## src/rtl/coef_ctl_pkg.sv

```systemverilog
package coef_ctl_pkg;

  localparam int FRAME_W = 11;

  typedef enum logic [1:0] {
    SEL_MODE = 2'b00,
    SEL_CMD  = 2'b01,
    SEL_HI   = 2'b10,
    SEL_LO   = 2'b11
  } reg_sel_e;

  typedef struct packed {
    reg_sel_e   sel;
    logic       rd;
    logic [7:0] data;
  } frame_t;

  // First bit on the wire ends in raw[0] (right-shifting receiver).
  function automatic frame_t unpack_frame(logic [FRAME_W-1:0] raw);
    frame_t f;
    f.sel  = reg_sel_e'({raw[0], raw[1]});
    f.rd   = raw[2];
    f.data = raw[10:3];
    return f;
  endfunction

  // {download, bypass}
  function automatic logic [1:0] src_of(logic [2:0] sel);
    return {sel == 3'b110, sel == 3'b111};
  endfunction

endpackage

```

## src/rtl/coef_ctl_rx.sv

```systemverilog
module coef_ctl_rx
  import coef_ctl_pkg::*;
#(
  parameter int SYNC_N = 2
) (
  input  logic               clk,
  input  logic               rst_n,
  input  logic               csn,
  input  logic               sck,
  input  logic               sdi,
  output logic               frame_vld,
  output logic [FRAME_W-1:0] frame_raw
);

  logic [SYNC_N-1:0] csn_q, sck_q, sdi_q;
  logic              csn_d, sck_d;
  logic [3:0]        bcnt;

  logic csn_now, sck_now, sdi_now;
  logic sck_rise, csn_fall, csn_rise;

  assign csn_now  = csn_q[SYNC_N-1];
  assign sck_now  = sck_q[SYNC_N-1];
  assign sdi_now  = sdi_q[SYNC_N-1];
  assign sck_rise = sck_now & ~sck_d;
  assign csn_fall = ~csn_now & csn_d;
  assign csn_rise = csn_now & ~csn_d;

  always_ff @(posedge clk or negedge rst_n) begin
    if (!rst_n) begin
      csn_q <= '1;
      sck_q <= '0;
      sdi_q <= '0;
      csn_d <= 1'b1;
      sck_d <= 1'b0;
    end else begin
      csn_q <= {csn_q[SYNC_N-2:0], csn};
      sck_q <= {sck_q[SYNC_N-2:0], sck};
      sdi_q <= {sdi_q[SYNC_N-2:0], sdi};
      csn_d <= csn_now;
      sck_d <= sck_now;
    end
  end

  always_ff @(posedge clk or negedge rst_n) begin
    if (!rst_n) begin
      bcnt      <= '0;
      frame_raw <= '0;
      frame_vld <= 1'b0;
    end else begin
      frame_vld <= csn_rise && (bcnt == 4'(FRAME_W));
      if (csn_fall) begin
        bcnt <= '0;
      end else if (sck_rise && !csn_now) begin
        frame_raw <= {sdi_now, frame_raw[FRAME_W-1:1]};
        if (bcnt != 4'hF) bcnt <= bcnt + 4'd1;
      end
    end
  end

endmodule

```

## src/rtl/coef_ctl_regs.sv

```systemverilog
module coef_ctl_regs
  import coef_ctl_pkg::*;
(
  input  logic               clk,
  input  logic               rst_n,
  input  logic               frame_vld,
  input  logic [FRAME_W-1:0] frame_raw,
  output logic [2:0]         coef_sel,
  output logic [1:0]         shift_sel,
  output logic               upper_bit,
  output logic [7:0]         hi_byte,
  output logic [7:0]         lo_byte,
  output logic               evt_mode,
  output logic               evt_cnt_clr,
  output logic               evt_ram_clr,
  output logic               evt_lo
);

  frame_t f;
  logic   accept;

  assign f      = unpack_frame(frame_raw);
  assign accept = frame_vld && !f.rd;

  assign evt_mode    = accept && (f.sel == SEL_MODE);
  assign evt_cnt_clr = accept && (f.sel == SEL_CMD) && f.data[1];
  assign evt_ram_clr = accept && (f.sel == SEL_CMD) && f.data[2];
  assign evt_lo      = accept && (f.sel == SEL_LO);
  assign lo_byte     = f.data;

  always_ff @(posedge clk or negedge rst_n) begin
    if (!rst_n) begin
      coef_sel  <= '0;
      shift_sel <= '0;
      upper_bit <= 1'b0;
      hi_byte   <= '0;
    end else if (accept) begin
      unique case (f.sel)
        SEL_MODE: begin
          coef_sel  <= f.data[2:0];
          shift_sel <= f.data[4:3];
        end
        SEL_CMD: upper_bit <= f.data[0];
        SEL_HI:  hi_byte   <= f.data;
        SEL_LO:  ;
      endcase
    end
  end

endmodule

```

## src/rtl/coef_ctl_writer.sv

```systemverilog
module coef_ctl_writer #(
  parameter int CNT_W    = 7,
  parameter int CLR_STEP = 4
) (
  input  logic             clk,
  input  logic             rst_n,
  input  logic             evt_cnt_clr,
  input  logic             evt_ram_clr,
  input  logic             evt_lo,
  input  logic             upper_bit,
  input  logic [7:0]       hi_byte,
  input  logic [7:0]       lo_byte,
  output logic             ram_we,
  output logic [CNT_W:0]   ram_addr,
  output logic [15:0]      ram_wdata,
  output logic             busy,
  output logic [CNT_W-1:0] wr_cnt
);

  localparam int AW    = CNT_W + 1;
  localparam int DIV_W = (CLR_STEP > 1) ? $clog2(CLR_STEP) : 1;
  localparam logic [AW-1:0]    LAST_IDX = '1;
  localparam logic [DIV_W-1:0] DIV_TOP  = DIV_W'(CLR_STEP - 1);

  logic             c_we;
  logic [AW-1:0]    c_addr;
  logic [15:0]      c_data;
  logic [AW-1:0]    clr_idx;
  logic [DIV_W-1:0] div;
  logic             step;
  logic             commit_ok;

  assign step      = busy && (div == DIV_TOP);
  assign commit_ok = evt_lo && !busy;

  always_ff @(posedge clk or negedge rst_n) begin
    if (!rst_n) begin
      c_we   <= 1'b0;
      c_addr <= '0;
      c_data <= '0;
      wr_cnt <= '0;
    end else begin
      c_we <= commit_ok;
      if (commit_ok) begin
        c_addr <= {upper_bit, wr_cnt};
        c_data <= {hi_byte, lo_byte};
        wr_cnt <= wr_cnt + 1'b1;
      end else if (evt_cnt_clr) begin
        wr_cnt <= '0;
      end
    end
  end

  always_ff @(posedge clk or negedge rst_n) begin
    if (!rst_n) begin
      busy    <= 1'b0;
      clr_idx <= '0;
      div     <= '0;
    end else if (evt_ram_clr && !busy) begin
      busy    <= 1'b1;
      clr_idx <= '0;
      div     <= '0;
    end else if (busy) begin
      div <= step ? '0 : div + 1'b1;
      if (step) begin
        clr_idx <= clr_idx + 1'b1;
        if (clr_idx == LAST_IDX) busy <= 1'b0;
      end
    end
  end

  assign ram_we    = busy ? step    : c_we;
  assign ram_addr  = busy ? clr_idx : c_addr;
  assign ram_wdata = busy ? 16'h0   : c_data;

endmodule

```

## src/rtl/coef_ctl_loader.sv

```systemverilog
module coef_ctl_loader
  import coef_ctl_pkg::*;
#(
  parameter int CNT_W    = 7,
  parameter int CLR_STEP = 4,
  parameter int SYNC_N   = 2
) (
  input  logic           clk,
  input  logic           rst_n,
  input  logic           ctl_csn,
  input  logic           ctl_sck,
  input  logic           ctl_sdi,
  output logic [2:0]     coef_sel,
  output logic [1:0]     shift_sel,
  output logic           src_download,
  output logic           src_bypass,
  output logic           ram_we,
  output logic [CNT_W:0] ram_addr,
  output logic [15:0]    ram_wdata,
  output logic           clr_busy
);

  logic               frame_vld;
  logic [FRAME_W-1:0] frame_raw;
  logic               upper_bit;
  logic [7:0]         hi_byte, lo_byte;
  logic               evt_mode, evt_cnt_clr, evt_ram_clr, evt_lo;
  logic [CNT_W-1:0]   wr_cnt;

  coef_ctl_rx #(.SYNC_N(SYNC_N)) u_rx (
    .clk       (clk),
    .rst_n     (rst_n),
    .csn       (ctl_csn),
    .sck       (ctl_sck),
    .sdi       (ctl_sdi),
    .frame_vld (frame_vld),
    .frame_raw (frame_raw)
  );

  coef_ctl_regs u_regs (
    .clk         (clk),
    .rst_n       (rst_n),
    .frame_vld   (frame_vld),
    .frame_raw   (frame_raw),
    .coef_sel    (coef_sel),
    .shift_sel   (shift_sel),
    .upper_bit   (upper_bit),
    .hi_byte     (hi_byte),
    .lo_byte     (lo_byte),
    .evt_mode    (evt_mode),
    .evt_cnt_clr (evt_cnt_clr),
    .evt_ram_clr (evt_ram_clr),
    .evt_lo      (evt_lo)
  );

  coef_ctl_writer #(.CNT_W(CNT_W), .CLR_STEP(CLR_STEP)) u_wr (
    .clk         (clk),
    .rst_n       (rst_n),
    .evt_cnt_clr (evt_cnt_clr),
    .evt_ram_clr (evt_ram_clr),
    .evt_lo      (evt_lo),
    .upper_bit   (upper_bit),
    .hi_byte     (hi_byte),
    .lo_byte     (lo_byte),
    .ram_we      (ram_we),
    .ram_addr    (ram_addr),
    .ram_wdata   (ram_wdata),
    .busy        (clr_busy),
    .wr_cnt      (wr_cnt)
  );

  assign {src_download, src_bypass} = src_of(coef_sel);

endmodule

```

## config.mk

```make
export PLATFORM = sky130hd
export DESIGN_NAME = coef_ctl_loader
export DESIGN_NICKNAME = d
export VERILOG_FILES = /design/src/rtl/coef_ctl_pkg.sv /design/src/rtl/coef_ctl_rx.sv /design/src/rtl/coef_ctl_regs.sv /design/src/rtl/coef_ctl_writer.sv /design/src/rtl/coef_ctl_loader.sv
export SDC_FILE = /design/constraint.sdc
export NUM_CORES = 1
export LEC_CHECK = 0
export ABC_AREA = 1
export BUFFER_PORTS_ARGS = -buffer_cell sky130_fd_sc_hd__buf_2
export CAP_MARGIN = 20
export CORE_ASPECT_RATIO = 1.75
export CORE_MARGIN = 2
export CORE_UTILIZATION = 35
export DETAILED_ROUTE_END_ITERATION = 8
export PLACE_DENSITY = 0.54
export SLEW_MARGIN = 20
export SYNTH_ARGS = -nofsm -noshare
export SYNTH_HDL_FRONTEND = slang
export SYNTH_SLANG_ARGS = --single-unit
```

## constraint.sdc

```tcl
create_clock -name clk -period 1.5 [get_ports clk]
set_input_delay 0.375 -clock clk [delete_from_list [all_inputs] [get_ports clk]]
set_output_delay 0.375 -clock clk [all_outputs]
set_load 0.01 [all_outputs]
```

**Word level (Yosys, flattened, before mapping)**

Index checks and enable logic that the tools add are counted.

- Bits in registers: 81

- Bitwise gates (word level): 7
- Multiplexer cells: 18
- Equality and inequality tests: 9
- $add $sub $neg: 4
- Reductions and logical operators: 25

Operators with widths:

| cell | number |
|---|---|
| $mux 8 | 4 |
| $mux 16 | 1 |
| $mux 7 | 2 |
| $mux 4 | 3 |
| $reduce_and 2->1 | 6 |
| $logic_and 1x1->1 | 10 |
| $reduce_bool 2->1 | 5 |
| $add 8x1->8 const B | 1 |
| $eq 8x8->1 const B | 1 |
| $add 7x1->7 const B | 1 |
| $eq 2x2->1 const B | 3 |
| $eq 3x3->1 const B | 2 |
| $mux 2 | 3 |
| $mux 1 | 5 |
| $add 4x1->4 const B | 1 |
| $eq 4x4->1 const B | 1 |
| $ne 4x4->1 const B | 1 |
| $not 1->1 | 4 |
| $and 1x1->1 | 3 |
| $logic_not 1->1 | 3 |
| $add 2x1->2 const B | 1 |
| $eq 2x1->1 const B | 1 |
| $logic_not 2->1 | 1 |

**Depth between registers and ports, before layout**

- Depth in word-level cells: 7
- Depth in mapped cells: 7
- Gate-level depth less buffers: 7

**Modules after synthesis**

Synthesis repeated with hierarchy kept, for this count alone.

- Cells, all modules: 446
- Area, all modules: 3771.1 um2

Modules (own cells, without submodules):

| module | area an instance (um2) | cells each | times used |
|---|---|---|---|
| coef_ctl_writer | 2137.0 | 266 | 1 |
| coef_ctl_rx | 932.1 | 94 | 1 |
| coef_ctl_regs | 686.9 | 82 | 1 |
| coef_ctl_loader | 15.0 | 4 | 1 |

**Worst setup path after synthesis**

OpenSTA, ideal clock, no wires.

- Path kind: reg-to-output
- Start point: register u_wr.busy
- End point: output ram_addr[0]
- Path buffers: 2
- Setup slack: 0.043 ns
- Required time: 1.125 ns
- Cell stages (with the launch flop): 6
- Arrival time: 1.082 ns
- Path through: dfrtp_1 buf_2 inv_1 buf_2 nand2_1 o21ai_0

- Word-level cells in the longest chain between the ends: 1

RTL lines:

| item | line | source |
|---|---|---|
| from (decl) | coef_ctl_writer.sv:16 | `output logic busy,` |
| from (signal assigned) | coef_ctl_writer.sv:56 | `busy <= 1'b0;` |
| from (signal assigned) | coef_ctl_writer.sv:60 | `busy <= 1'b1;` |
| from (signal assigned) | coef_ctl_writer.sv:67 | `if (clr_idx == LAST_IDX) busy <= 1'b0;` |
| $mux 8 | coef_ctl_writer.sv:73 | `assign ram_addr = busy ? clr_idx : c_addr;` |
| to (decl) | coef_ctl_loader.sv:18 | `output logic [CNT_W:0] ram_addr,` |

No other way between the ends.

**Worst setup path in the final report**

- Start point: register u_wr.busy
- End point: output ram_addr[6]

Same word-level chain as after synthesis.

==> metrics.yaml <==
outcome:
  status: "complete, but fails checks"
  violations: "negative setup slack"
final_layout:
  area_delta_synth_final_pct: 25.37
  multi_input_area_um2: 1269
  diodes: 0
  design_area_um2: 4452
  layout-drive-gt1-share_pct: 17.83
  seqCellArea_um2: 2031
  final_nets: 492
  nFillCells: 990
drt:
  dr_total_vias: 2823
  wl_per_cell_um: 12.58
  wl_um: 7710
  route.detailed.drc: 0
  drt_iter0_drc: 121
  drtAntennaViolNets: 0
  drt_pass1_iterations: 4
  drt-vias-per-instance: 4.605
synth:
  syn_inst: 427
  yosys-top-cells-count: "nand2_1, dfrtp_1, o21ai_0"
  yosys_warnings: 0
  synthArstFlopShare_pct: 100.0
  yosysUniqueCellTypes: 23
  synth.cell_area_um2: 3551
  synth.ff_latch_count: 81
  yosysMostFrequentCell: "nand2_1"
  synth_area_leaders: "dfrtp_1, nand2_1, o21ai_0, inv_1, nand3_1"
  synth.area.mux_share_pct: 0
  yosysTopAreaCell: "dfrtp_1"
  avgSynthCellArea_um2: 8.316
  synth_edf_count: 0
  yosys.area_share.adder_pct: 1.409
  yosysSeqAreaShare_pct: 57.19
  synth_top_family_by_area: "simple AND/OR/NAND/NOR gates"
  synth-simple-area-share_pct: 24.49
  synth_top_flop_cell: "dfrtp_1"
  synth_xor_area_share_pct: 0
  synth_fp_nets: 436
  synth-compound-area-share_pct: 8.950
  synth_top_area_share_pct: 54.97
global_route:
  grt_max_degree: 27
  antenna_found_initial: 0
  grt_pass1_vias: 2788
  grt_overflow_total: 0
  grt.total_usage_pct: 15.60
  grt_pass1_wl_um: 13140
floorplan:
  rows: 48
  start_util_pct: 36.05
  die_h_um: 137.2
  dieArea_um2: 11000
  io_pins: 38
  core_um2: 9849
  die_w_um: 80.14
critical_path:
  crit_fanout: 12
  crit_arrival_ns: 1.24
  critPathMaxStageDelay_ns: 0.40
  required_ns: 1.12
  crit_family: "flip-flops"
  worst-setup-path-type: "register to primary output"
  rrSetupSlack_ns: 0.09
  crit_path_end_kind: "primary output"
  crit_slowest_cell: "dfrtp_1"
  path_buf_inv: 2
  cp_cell_sequence: "buf_4, o21ai_1, buf_2"
  start_kind: "register"
placement:
  dp_slack_ns: 0.1162
  placed_area_um2: 3986
  dp.final_hpwl_um: 5639
  port_buffers: 37
  gp_congestion: 0.7755
clock_network:
  cts.sinks: 81
  clock_path_buffers: 2
  cts_root_buf: "clkbuf_16"
  cts_tree: "done"
  path_clk_slew_ns: 0.06
  htreeDepth: 3
  insertion_delay_ns: 0.33
  cts_buffers: 9
timing:
  slew_headroom_pct: 75.95
  maxClockFrequency_ghz: 0.6201
  fin_hold_ws_ns: 0.1457
  rsz0062_at_grt: "true"
  slew_violations: 0
  fin_crit_ns: 1.613
  worst_pin_slew_ns: 0.3607
  finalCritPeriodShare_pct: 107.5
  finalClockSkew_ns: 0.004654
  setup_viol_count_final: 25
  setup_slack_ns: -0.1127
  hold_viol_final: 0
pwr:
  p_per_area_nw_per_um2: 1212
  max-vdd-ir-drop_mv: 0.6883
  p_leak_nw: 2.227
hold_path:
  holdCritPathClass: "input port to register"
job:
  cap_viol_max_count: 0
## worst register-to-register path, stage by stage, from the launching register on
cell and delay [ns]:
dfrtp_1 0.40, buf_4 0.21, nor3_4 0.30, buf_12 0.19, nand2_1 0.09, o21a_1 0.10
## kinds of logic (layout without fill, tap and decap cells)
family                     count (synthesis)  count (layout)
adders and majority gates                  4               4
buffers and inverters                     68             129
and+or+nand+nor                          211             211
AOI/OAI and AO/OA                         63              63
DFF                                       81              81
## worst paths after layout
kind / startpoint / to / cells after the start
max in group asynchronous: rst_n / u_wr.c_data[3]$_DFFE_PN0P_ / 3
min reg2reg: u_rx.sdi_q[0]$_DFF_PN0_ / u_rx.sdi_q[1]$_DFF_PN0_ / 0
min in group asynchronous: rst_n / u_rx.frame_raw[1]$_DFFE_PN0P_ / 2
max reg2reg: u_wr.busy$_DFF_PN0_ / u_wr.c_addr[0]$_DFFE_PN0P_ / 5
min: ctl_csn / u_rx.csn_q[0]$_DFF_PN1_ / 1
max: u_wr.busy$_DFF_PN0_ / ram_addr[6] / 3
## stage by stage
| stage | TNS (ns) | std cells | util (%) | power (mW) |
|---|---|---|---|---|
| floorplan | 0 | 427 | - | 2.495 |
| global placement | 0 | 592 | 40.47 | 2.609 |
| detailed placement | 0 | 592 | 40.47 | 2.620 |
| CTS | -2.245 | 613 | 44.96 | 5.475 |
| global route | -3.660 | 613 | 45.20 | 5.611 |
| finish | -1.863 | 613 | 45.20 | 5.397 |
## power breakdown
| group | switching [mW] | internal, mW |
|---|---|---|
| clock | 0.814 | 2.01 |
| sequential | 0.0791 | 2.27 |
| combinational | 0.145 | 0.0786 |
## layer usage
layer | vias up | routed length (um) | share of wire (%) | global-route usage, %
li1 | 1457 | - | - | -
met1 | 1308 | 3213 | 42 | 18.17
met2 | 50 | 4090 | 53 | 27.64
met3 | 8 | 283 | 3.7 | 3.080
met4 | 0 | 123 | 1.6 | 6.403
met5 | - | 0 | 0 | 0
## layout make-up
cell class                      instances  share of cell area, %
Sequential cell                        81                  45.62
Multi-Input combinational cell        278                  28.50
Timing Repair Buffer                   59                  8.994
Clock buffer                           11                  5.453
Inverter                               54                  4.553
Tap cell                              125                  3.513
Clock inverter                          5                  3.373
## placed cells by master, fill, tap and decap left out, drive strengths merged
master,count
o21ai,58
nor2,39
nand2,131
dfstp,3
buf,58
nor3,2
ha,4
nand3b,1
dlygate4sd3,1
a21oi,4
nand4,4
bufinv,5
clkbuf,11
nand3,34
inv,54
dfrtp,78
o21a,1
## state kept, by name, indices dropped and copies added (netlist names)
name,cells
u_regs.coef_sel,3
u_regs.hi_byte,8
u_regs.shift_sel,2
u_regs.upper_bit,1
u_rx.bcnt,4
u_rx.csn_d,1
u_rx.csn_q,2
u_rx.frame_raw,11
u_rx.frame_vld,1
u_rx.sck_d,1
u_rx.sck_q,2
u_rx.sdi_q,2
u_wr.busy,1
u_wr.c_addr,8
u_wr.c_data,16
u_wr.c_we,1
u_wr.clr_idx,8
u_wr.div,2
u_wr.wr_cnt,7
## repair_timing
action / 4_1_cts / 5_1_grt
buffers inserted: 3 / 0
hold endpoints to repair: 19 / 0
resized for setup: 10 / 6
endpoints found under the setup margin: 25 / 45
pin swaps: 0 / 0
hold buffers: 1 / 0
cloned: 1 / 0
No activity file was read; power rests on OpenSTA's default activity.
